**src/rtl/csc_pkg.sv**
```systemverilog
package csc_pkg;
  typedef enum logic [1:0] {
    ST_RUN   = 2'd0,
    ST_DRAIN = 2'd1,
    ST_HALT  = 2'd2,
    ST_WAKE  = 2'd3
  } csc_state_e;

  localparam logic [2:0] STAT_PASSIVE = 3'b111;
  localparam logic [2:0] STAT_HALT    = 3'b011;
endpackage

```
**src/rtl/csc_start_sync.sv**
```systemverilog
module csc_start_sync #(
  parameter int STAGES = 2
) (
  input  logic clk_i,
  input  logic rst_ni,
  input  logic async_i,
  output logic sync_o
);
  logic [STAGES-1:0] pipe_q;

  generate
    for (genvar i = 0; i < STAGES; i++) begin : g_stage
      if (i == 0) begin : g_first
        always_ff @(posedge clk_i or negedge rst_ni) begin
          if (!rst_ni) pipe_q[i] <= 1'b0;
          else         pipe_q[i] <= async_i;
        end
      end else begin : g_next
        always_ff @(posedge clk_i or negedge rst_ni) begin
          if (!rst_ni) pipe_q[i] <= 1'b0;
          else         pipe_q[i] <= pipe_q[i-1];
        end
      end
    end
  endgenerate

  assign sync_o = pipe_q[STAGES-1];
endmodule

```
**src/rtl/csc_halt_decode.sv**
```systemverilog
module csc_halt_decode
  import csc_pkg::*;
(
  input  logic       clk_i,
  input  logic       rst_ni,
  input  logic       run_i,
  input  logic [2:0] stat_i,
  output logic       hit_o
);
  // previous sample was passive, taken while running
  logic passive_q;

  always_ff @(posedge clk_i or negedge rst_ni) begin
    if (!rst_ni) passive_q <= 1'b0;
    else         passive_q <= run_i && (stat_i == STAT_PASSIVE);
  end

  assign hit_o = run_i && passive_q && (stat_i == STAT_HALT);
endmodule

```
**src/rtl/csc_seq.sv**
```systemverilog
module csc_seq
  import csc_pkg::*;
#(
  parameter int DRAIN_CYC = 2,
  parameter int WAKE_CYC  = 4
) (
  input  logic clk_i,
  input  logic rst_ni,
  input  logic hit_i,
  input  logic start_i,
  input  logic efi_mode_i,
  output logic run_o,
  output logic clk_en_o,
  output logic osc_en_o
);
  localparam int CNT_MAX = (DRAIN_CYC > WAKE_CYC) ? DRAIN_CYC : WAKE_CYC;
  localparam int CNT_W   = $clog2(CNT_MAX + 1);
  localparam logic [CNT_W-1:0] DRAIN_LD = CNT_W'(DRAIN_CYC - 1);
  localparam logic [CNT_W-1:0] WAKE_LD  = CNT_W'(WAKE_CYC - 1);

  csc_state_e       state_q, state_d;
  logic [CNT_W-1:0] cnt_q, cnt_d;
  logic             osc_q, osc_d;

  always_comb begin
    state_d = state_q;
    cnt_d   = cnt_q;
    osc_d   = osc_q;
    unique case (state_q)
      ST_RUN: begin
        if (hit_i) begin
          state_d = ST_DRAIN;
          cnt_d   = DRAIN_LD;
        end
      end
      ST_DRAIN: begin
        if (cnt_q == '0) begin
          state_d = ST_HALT;
          osc_d   = efi_mode_i;
        end else begin
          cnt_d = cnt_q - 1'b1;
        end
      end
      ST_HALT: begin
        if (start_i) begin
          state_d = ST_WAKE;
          cnt_d   = WAKE_LD;
          osc_d   = 1'b1;
        end
      end
      ST_WAKE: begin
        if (cnt_q == '0) state_d = ST_RUN;
        else             cnt_d   = cnt_q - 1'b1;
      end
      default: state_d = ST_WAKE;
    endcase
  end

  always_ff @(posedge clk_i or negedge rst_ni) begin
    if (!rst_ni) begin
      state_q <= ST_WAKE;
      cnt_q   <= WAKE_LD;
      osc_q   <= 1'b1;
    end else begin
      state_q <= state_d;
      cnt_q   <= cnt_d;
      osc_q   <= osc_d;
    end
  end

  assign run_o    = (state_q == ST_RUN);
  assign clk_en_o = (state_q == ST_RUN) || (state_q == ST_DRAIN);
  assign osc_en_o = osc_q;
endmodule

```
**src/rtl/clk_stop_ctrl.sv**
```systemverilog
module clk_stop_ctrl #(
  parameter int SYNC_STAGES = 2,
  parameter int DRAIN_CYC   = 2,
  parameter int WAKE_CYC    = 4
) (
  input  logic       clk_i,
  input  logic       rst_ni,
  input  logic [2:0] stat_i,
  input  logic       efi_mode_i,
  input  logic       start_i,
  output logic       clk_en_o,
  output logic       osc_en_o
);
  logic start_s;
  logic run;
  logic stop_hit;

  csc_start_sync #(.STAGES(SYNC_STAGES)) u_sync (
    .clk_i   (clk_i),
    .rst_ni  (rst_ni),
    .async_i (start_i),
    .sync_o  (start_s)
  );

  csc_halt_decode u_dec (
    .clk_i  (clk_i),
    .rst_ni (rst_ni),
    .run_i  (run),
    .stat_i (stat_i),
    .hit_o  (stop_hit)
  );

  csc_seq #(.DRAIN_CYC(DRAIN_CYC), .WAKE_CYC(WAKE_CYC)) u_seq (
    .clk_i      (clk_i),
    .rst_ni     (rst_ni),
    .hit_i      (stop_hit),
    .start_i    (start_s),
    .efi_mode_i (efi_mode_i),
    .run_o      (run),
    .clk_en_o   (clk_en_o),
    .osc_en_o   (osc_en_o)
  );
endmodule

```
**config.mk**
```make
export PLATFORM = sky130hd
export DESIGN_NAME = clk_stop_ctrl
export DESIGN_NICKNAME = d
export VERILOG_FILES = /design/src/rtl/csc_pkg.sv /design/src/rtl/csc_start_sync.sv /design/src/rtl/csc_halt_decode.sv /design/src/rtl/csc_seq.sv /design/src/rtl/clk_stop_ctrl.sv
export SDC_FILE = /design/constraint.sdc
export NUM_CORES = 1
export LEC_CHECK = 0
export ABC_AREA = 1
export CORE_MARGIN = 8
export CORE_UTILIZATION = 45
export CTS_BUF_LIST = sky130_fd_sc_hd__clkbuf_4 sky130_fd_sc_hd__clkbuf_8 sky130_fd_sc_hd__clkbuf_16
export DETAILED_ROUTE_END_ITERATION = 8
export PLACE_DENSITY = 0.79
export SETUP_SLACK_MARGIN = 0.15
export SYNTH_ARGS = -nofsm -noshare
export SYNTH_HDL_FRONTEND = slang
export SYNTH_SLANG_ARGS = --single-unit
```
**constraint.sdc**
```tcl
create_clock -name clk_i -period 1.6 [get_ports clk_i]
set_clock_uncertainty 0.15 [all_clocks]
set_input_delay 0.16 -clock clk_i [delete_from_list [all_inputs] [get_ports clk_i]]
set_output_delay 0.16 -clock clk_i [all_outputs]
set_load 0.02 [all_outputs]
```
### After elaboration in Yosys (flattened, before gate mapping)

Cells that the tools add are included.

* add/sub/neg operators: 1
* reduce and logical (&&, ||, !) cells: 11
* multiplexer cells: 12
* equal/unequal tests: 10

Operators by type and width (number)
* 3-bit 2-to-1 mux: 3
* 3-bit case mux with 3 select lines: 1
* 2-bit 2-to-1 mux: 4
* 2-bit case mux with 4 select lines: 1
* 2-bit != test, second input constant: 3
* 3-bit AND reduction: 2
* 2-bit == test, second input constant: 2
* 2-bit by 1-bit != test with 1-bit output, second input constant: 2
* 4-bit AND reduction: 1
* 3-bit by 2-bit == test with 1-bit output, second input constant: 1
* 3-bit == test, second input constant: 1
* 1-bit logical AND: 3
* 3-bit logical NOT: 1
* 3-bit by 1-bit subtractor with 3-bit output, second input constant: 1
* 2-bit by 1-bit == test with 1-bit output, second input constant: 1
* 2-bit logical NOT: 1
* 1-bit 2-to-1 mux: 2
* 1-bit case mux with 2 select lines: 1
* 2-bit nonzero test: 1
* 2-bit OR reduction: 1
* 1-bit logical OR: 1

* output and inout port bits: 2
* bits in registers: 9
* logic and storage cells: 40
* input bits: 7

### Logic depth before layout (Yosys ltp)

* depth in word-level cells: 5
* depth in mapped cells: 9

### Modules after synthesis

Synthesis repeated with hierarchy kept, for this count alone.

* cells, all modules: 71
* area total of the unflattened synthesis: 573.0 sq um

By module, submodules not included
* csc_seq: cells each 63, area an instance 478.0 sq um, instances 1
* csc_start_sync: cells each 2, area an instance 50.0 sq um, instances 1
* csc_halt_decode: cells each 6, area an instance 45.0 sq um, instances 1

### Least setup slack after synthesis

No wires, ideal clock.

* path kind: flip-flop to flip-flop
* start point: register u_seq.state_q[0]
* end point: register u_seq.osc_q, in the netlist u_seq.osc_en_o
* setup time: 0.086 ns
* buffers on the path: 0
* cell stages (with the launch flop): 9
* data required time: 1.364 ns
* setup slack: 0.057 ns
* data arrival time: 1.307 ns
* clock period less this slack: 1.543 ns
* path through: dfstp_2 -> inv_1 -> ha_1 -> inv_1 -> nor2_2 -> inv_2 -> nand2_1 -> o21ai_0 -> nand3_1

* longest elaborated chain between the ends: 3
* elaborated cells between the ends (all ways): 7
* classes of those cells: 4 x eq/ne; 1 x mux; 2 x reduce/logical

Ends and longest elaborated chain
* from (decl): line csc_seq.sv:21 `csc_state_e state_q, state_d;`
* from (signal assigned): line csc_seq.sv:65 `state_q <= state_d;`
* 2-bit by 1-bit == test with 1-bit output / 2-bit == test (equally long branches): line csc_seq.sv:29 `unique case (state_q)`
* 2-bit by 1-bit != test with 1-bit output (no source line) (tied with other cells)
* 3-bit AND reduction (no source line)
* to (signal assigned): line csc_seq.sv:67 `osc_q <= osc_d;`
* to (decl): line csc_seq.sv:23 `logic osc_q, osc_d;`

Several ways; a longest one is shown, not always the timed one.
A chain may end at the register's enable or synchronous reset.

### Worst setup path in the final report

* start point: register u_seq.state_q[0]
* end point: register u_seq.state_q[0]

* longest elaborated chain between the ends: 5
* elaborated cells between the ends (all ways): 12
* classes of those cells: 7 x eq/ne; 1 x mux; 4 x reduce/logical

Ends and longest elaborated chain
* 2-bit logical NOT: line csc_seq.sv:29, csc_seq.sv:71
* 1-bit logical AND (2 in a row): line csc_halt_decode.sv:18 `assign hit_o = run_i && passive_q && (stat_i == STAT_HALT);`
* 2-bit != test (no source line)
* 4-bit AND reduction (no source line)

Several ways; a longest one is shown, not always the timed one.

==> metrics.md <==
| Metric | Value |
|---|---|
| Most common cell after layout, fill and taps aside | `nand2_1` |
| Pleak | `0.000454 uW` |
| DR iter-0 viols | `16` |
| GR Util All Layers | `0.103` |
| HP Class | `input pin to asynchronous set/reset pin` |
| Tcrit/Tclk final | `1.00` |
| Failing checks | `negative setup slack` |
| Ant. Diodes | `0` |
| Fmax | `623 MHz` |
| Syn avg cell area | `7.63 sq um` |
| Root Buffer | `clkbuf_4` |
| Reg power frac | `0.210` |
| Mux cell area share after synthesis | `0` |
| Crit path launch type | `register` |
| Vias in the first global route | `578` |
| Met1 Routed Length | `624 um` |
| Clock power frac | `0.095` |
| Crit path time final | `1600 ps` |
| Share of the synthesized area in the top cell type | `0.218` |
| Num rows | `13` |
| Unrepaired setup endpoints after global routing | `yes` |
| CP max stage cell | `dfstp_2` |
| Tightest Pin Transition | `417 ps` |
| Post-synthesis adder-cell area fraction | `0.145` |
| Die area | `2770 sq um` |
| Port Buf Inserts | `8` |
| CP max FO | `4` |
| Die H | `52.6 um` |
| PD cells | `2170 nW/um^2` |
| Worst IR Drop VDD | `0.00114 V` |
| DR WL/cell | `11.4 um` |
| GPL Wtd Cong | `0.812` |
| Crit path DAT | `1650 ps` |
| Routed Antenna Nets | `0` |
| Yosys cell types | `14` |
| Total power | `2010 uW` |
| Final setup violation count | `2` |
| Post-synthesis sequential area ratio | `0.384` |
| First-pass GRT wire length | `2.19 mm` |
| Clock buffer depth | `2` |
| H-tree lvl count | `1` |
| CTS tree | `built` |
| WS Path Type | `register to register` |
| Top cells by area, synth | `dfstp_2 22%, dfrtp_1 17%, nand2_1 16%` |
| I/O Pins | `9` |
| Clock Sinks | `9` |
| Internal power | `1100 uW` |
| Xor/xnor share of the synthesized area | `0` |
| Post-DP HPWL | `1.01 mm` |
| Mapped cell area | `603 sq um` |
| Switching pwr | `913 uW` |
| Detailed-route DRC error count | `0` |
| Cell Area, Placed | `800 sq um` |
| Final instance area | `927 sq um` |
| Finished Layout Cells | `117` |
| Most frequent cells in the layout | `25 x nand2_1, 8 x buf_4, 7 x inv_1, 6 x clkdlybuf4s50_1` |
| Via count | `553` |
| Met2 routed WL | `685 um` |
| Worst path most repeated cell | `inv_4` |
| Initial core utilization | `0.475` |
| Hold Fails Final Rpt | `0` |
| Register bit total from synthesis | `9` |
| Status | `finished, violations left` |
| Routed WL | `1.34 mm` |
| TritonRoute pass-1 iters | `4` |
| Core area | `1270 sq um` |
| Total Nets Final | `117` |
| Dpl cells | `111` |
| Final worst-path setup slack | `-4.26 ps` |
| R2R depth | `10` |
| Largest net degree at the start of global routing | `10` |
| YS warnings | `0` |
| Top Layer Used | `met3` |
| Worst skew pair latency | `260 ps` |
| WL met3 | `27 um` |
| Post-detailed-route via-to-cell ratio | `4.73` |
| Worst setup EP type | `register` |
| CP cell instances | `inv_4 > buf_6 > ha_4 > inv_4 > nor2_4 > inv_4 > nand2_4 > nor2_4 > nand3_2 > nand2_1` |
| Synth Area in Compound Gates | `0.0394` |
| Final TNS setup | `-4.60 ps` |
| Initial antenna violation count | `0` |
| TritonCTS Buffers | `3` |
| Synthesized instance count | `79` |
| Sw frac | `0.454` |
| Combinational power share | `0.695` |
| Layout cell share with drive strength beyond 1 | `0.422` |
| Max-slew violations | `0` |
| Max-Cap Viols | `0` |
| Fin util | `0.731` |
| Width of the chip | `52.6 um` |
| Max incr delay on CP | `570 ps` |
| Area growth from synthesis to layout | `53.7%` |
| Synth Net Count | `93` |
| Clock transition at path regs | `70 ps` |
| Area leader, netlist | `dfstp_2` |
| Largest family of logic cells by synthesized area | `simple AND/OR/NAND/NOR gates` |
| Slew headroom | `0.721` |
| Post-Synth Simple-Gate Area | `0.338` |
| Req. time, crit path | `1650 ps` |
| Grt ovf | `0` |
==> cell usage after synthesis <==
cell and instances:
nand3_2 2, nand2_1 26, nand2_2 3, ha_1 7, o21ai_0 3, nor2_2 2
a21oi_2 1, dfstp_2 5, inv_1 12, nor2_1 3, nand4_1 3, dfrtp_1 4
inv_2 3, nand3_1 5
==> metrics by stage <==
stage | hold slack, ps | worst slack, ps
after detailed placement | 187 | -197
after floorplan | -286 | 145
after global routing | 73.8 | -66.1
after global placement | 183 | -145
after CTS | 57.0 | -75.1
final | 51.2 | -4.26
==> layer usage <==
metal	up-vias	GRT usage
li1	291	-
met1	252	0.110
met2	10	0.186
met3	0	0.0369
met4	0	0.0259
met5	-	0
==> cells by family (layout without fill, tap and decap cells) <==
kind of cell,after synthesis,in the layout
AND/OR/NAND/NOR,44,44
buffers and inverters,15,38
flip-flops,9,9
adder cells (fa/ha/maj),7,7
AO/OA/AOI/OAI,4,4
==> path summary, 6_finish.rpt <==
path | from | endpoint | slack [ps]
worst max register to register | u_seq.state_q[0]$_DFFE_PN1P_ | u_seq.state_q[0]$_DFFE_PN1P_ | -4
min in group clk_i | u_sync.pipe_q[0]$_DFF_PN0_ | u_sync.sync_o$_DFF_PN0_ | 200
worst max-delay path | u_seq.state_q[0]$_DFFE_PN1P_ | u_seq.state_q[0]$_DFFE_PN1P_ | -4
worst min-delay path | rst_ni | u_dec.passive_q$_DFF_PN0_ | 50
max in group asynchronous | rst_ni | u_seq.cnt_q[0]$_DFFE_PN1P_ | 910
worst min register to register | u_sync.pipe_q[0]$_DFF_PN0_ | u_sync.sync_o$_DFF_PN0_ | 200
==> power groups by stage <==
stage	clock network, uW	registers [uW]	logic, uW
global route	213	433	1550
global placement	0	425	1080
floorplan	0	457	702
CTS	198	418	1180
finish	190	422	1400
detailed placement	0	430	1120
==> cell type report <==
class	count	area, sq um
fillers	100	342
well taps	15	18.8
repair buffers	19	175
clock buffers	4	30.0
flip-flops and latches	9	231
inverters	15	63.8
multi-input cells	55	408
==> sequential cells by signal (all words and copies together), names as in the netlist <==
register and flops:
u_sync.pipe_q 1, u_seq.cnt_q 3, u_sync.sync_o 1, u_seq.state_q 2, u_dec.passive_q 1, u_seq.osc_en_o 1
==> what timing repair did <==
action                     4_1_cts  5_1_grt
hold buffers                     0        0
setup buffers                    1        1
resized for setup                9       17
cloned                           0        0
setup endpoints to repair        8        8
pin swaps                        3        6
==> worst max-delay path: cells and delay by family (launching register included) <==
family | cells | cell delay [ps]
buffers and inverters | 4 | 300
and+or+nand+nor | 5 | 360
adders and majority gates | 1 | 160
DFF | 1 | 570
(Power assumes the default switching activity.)
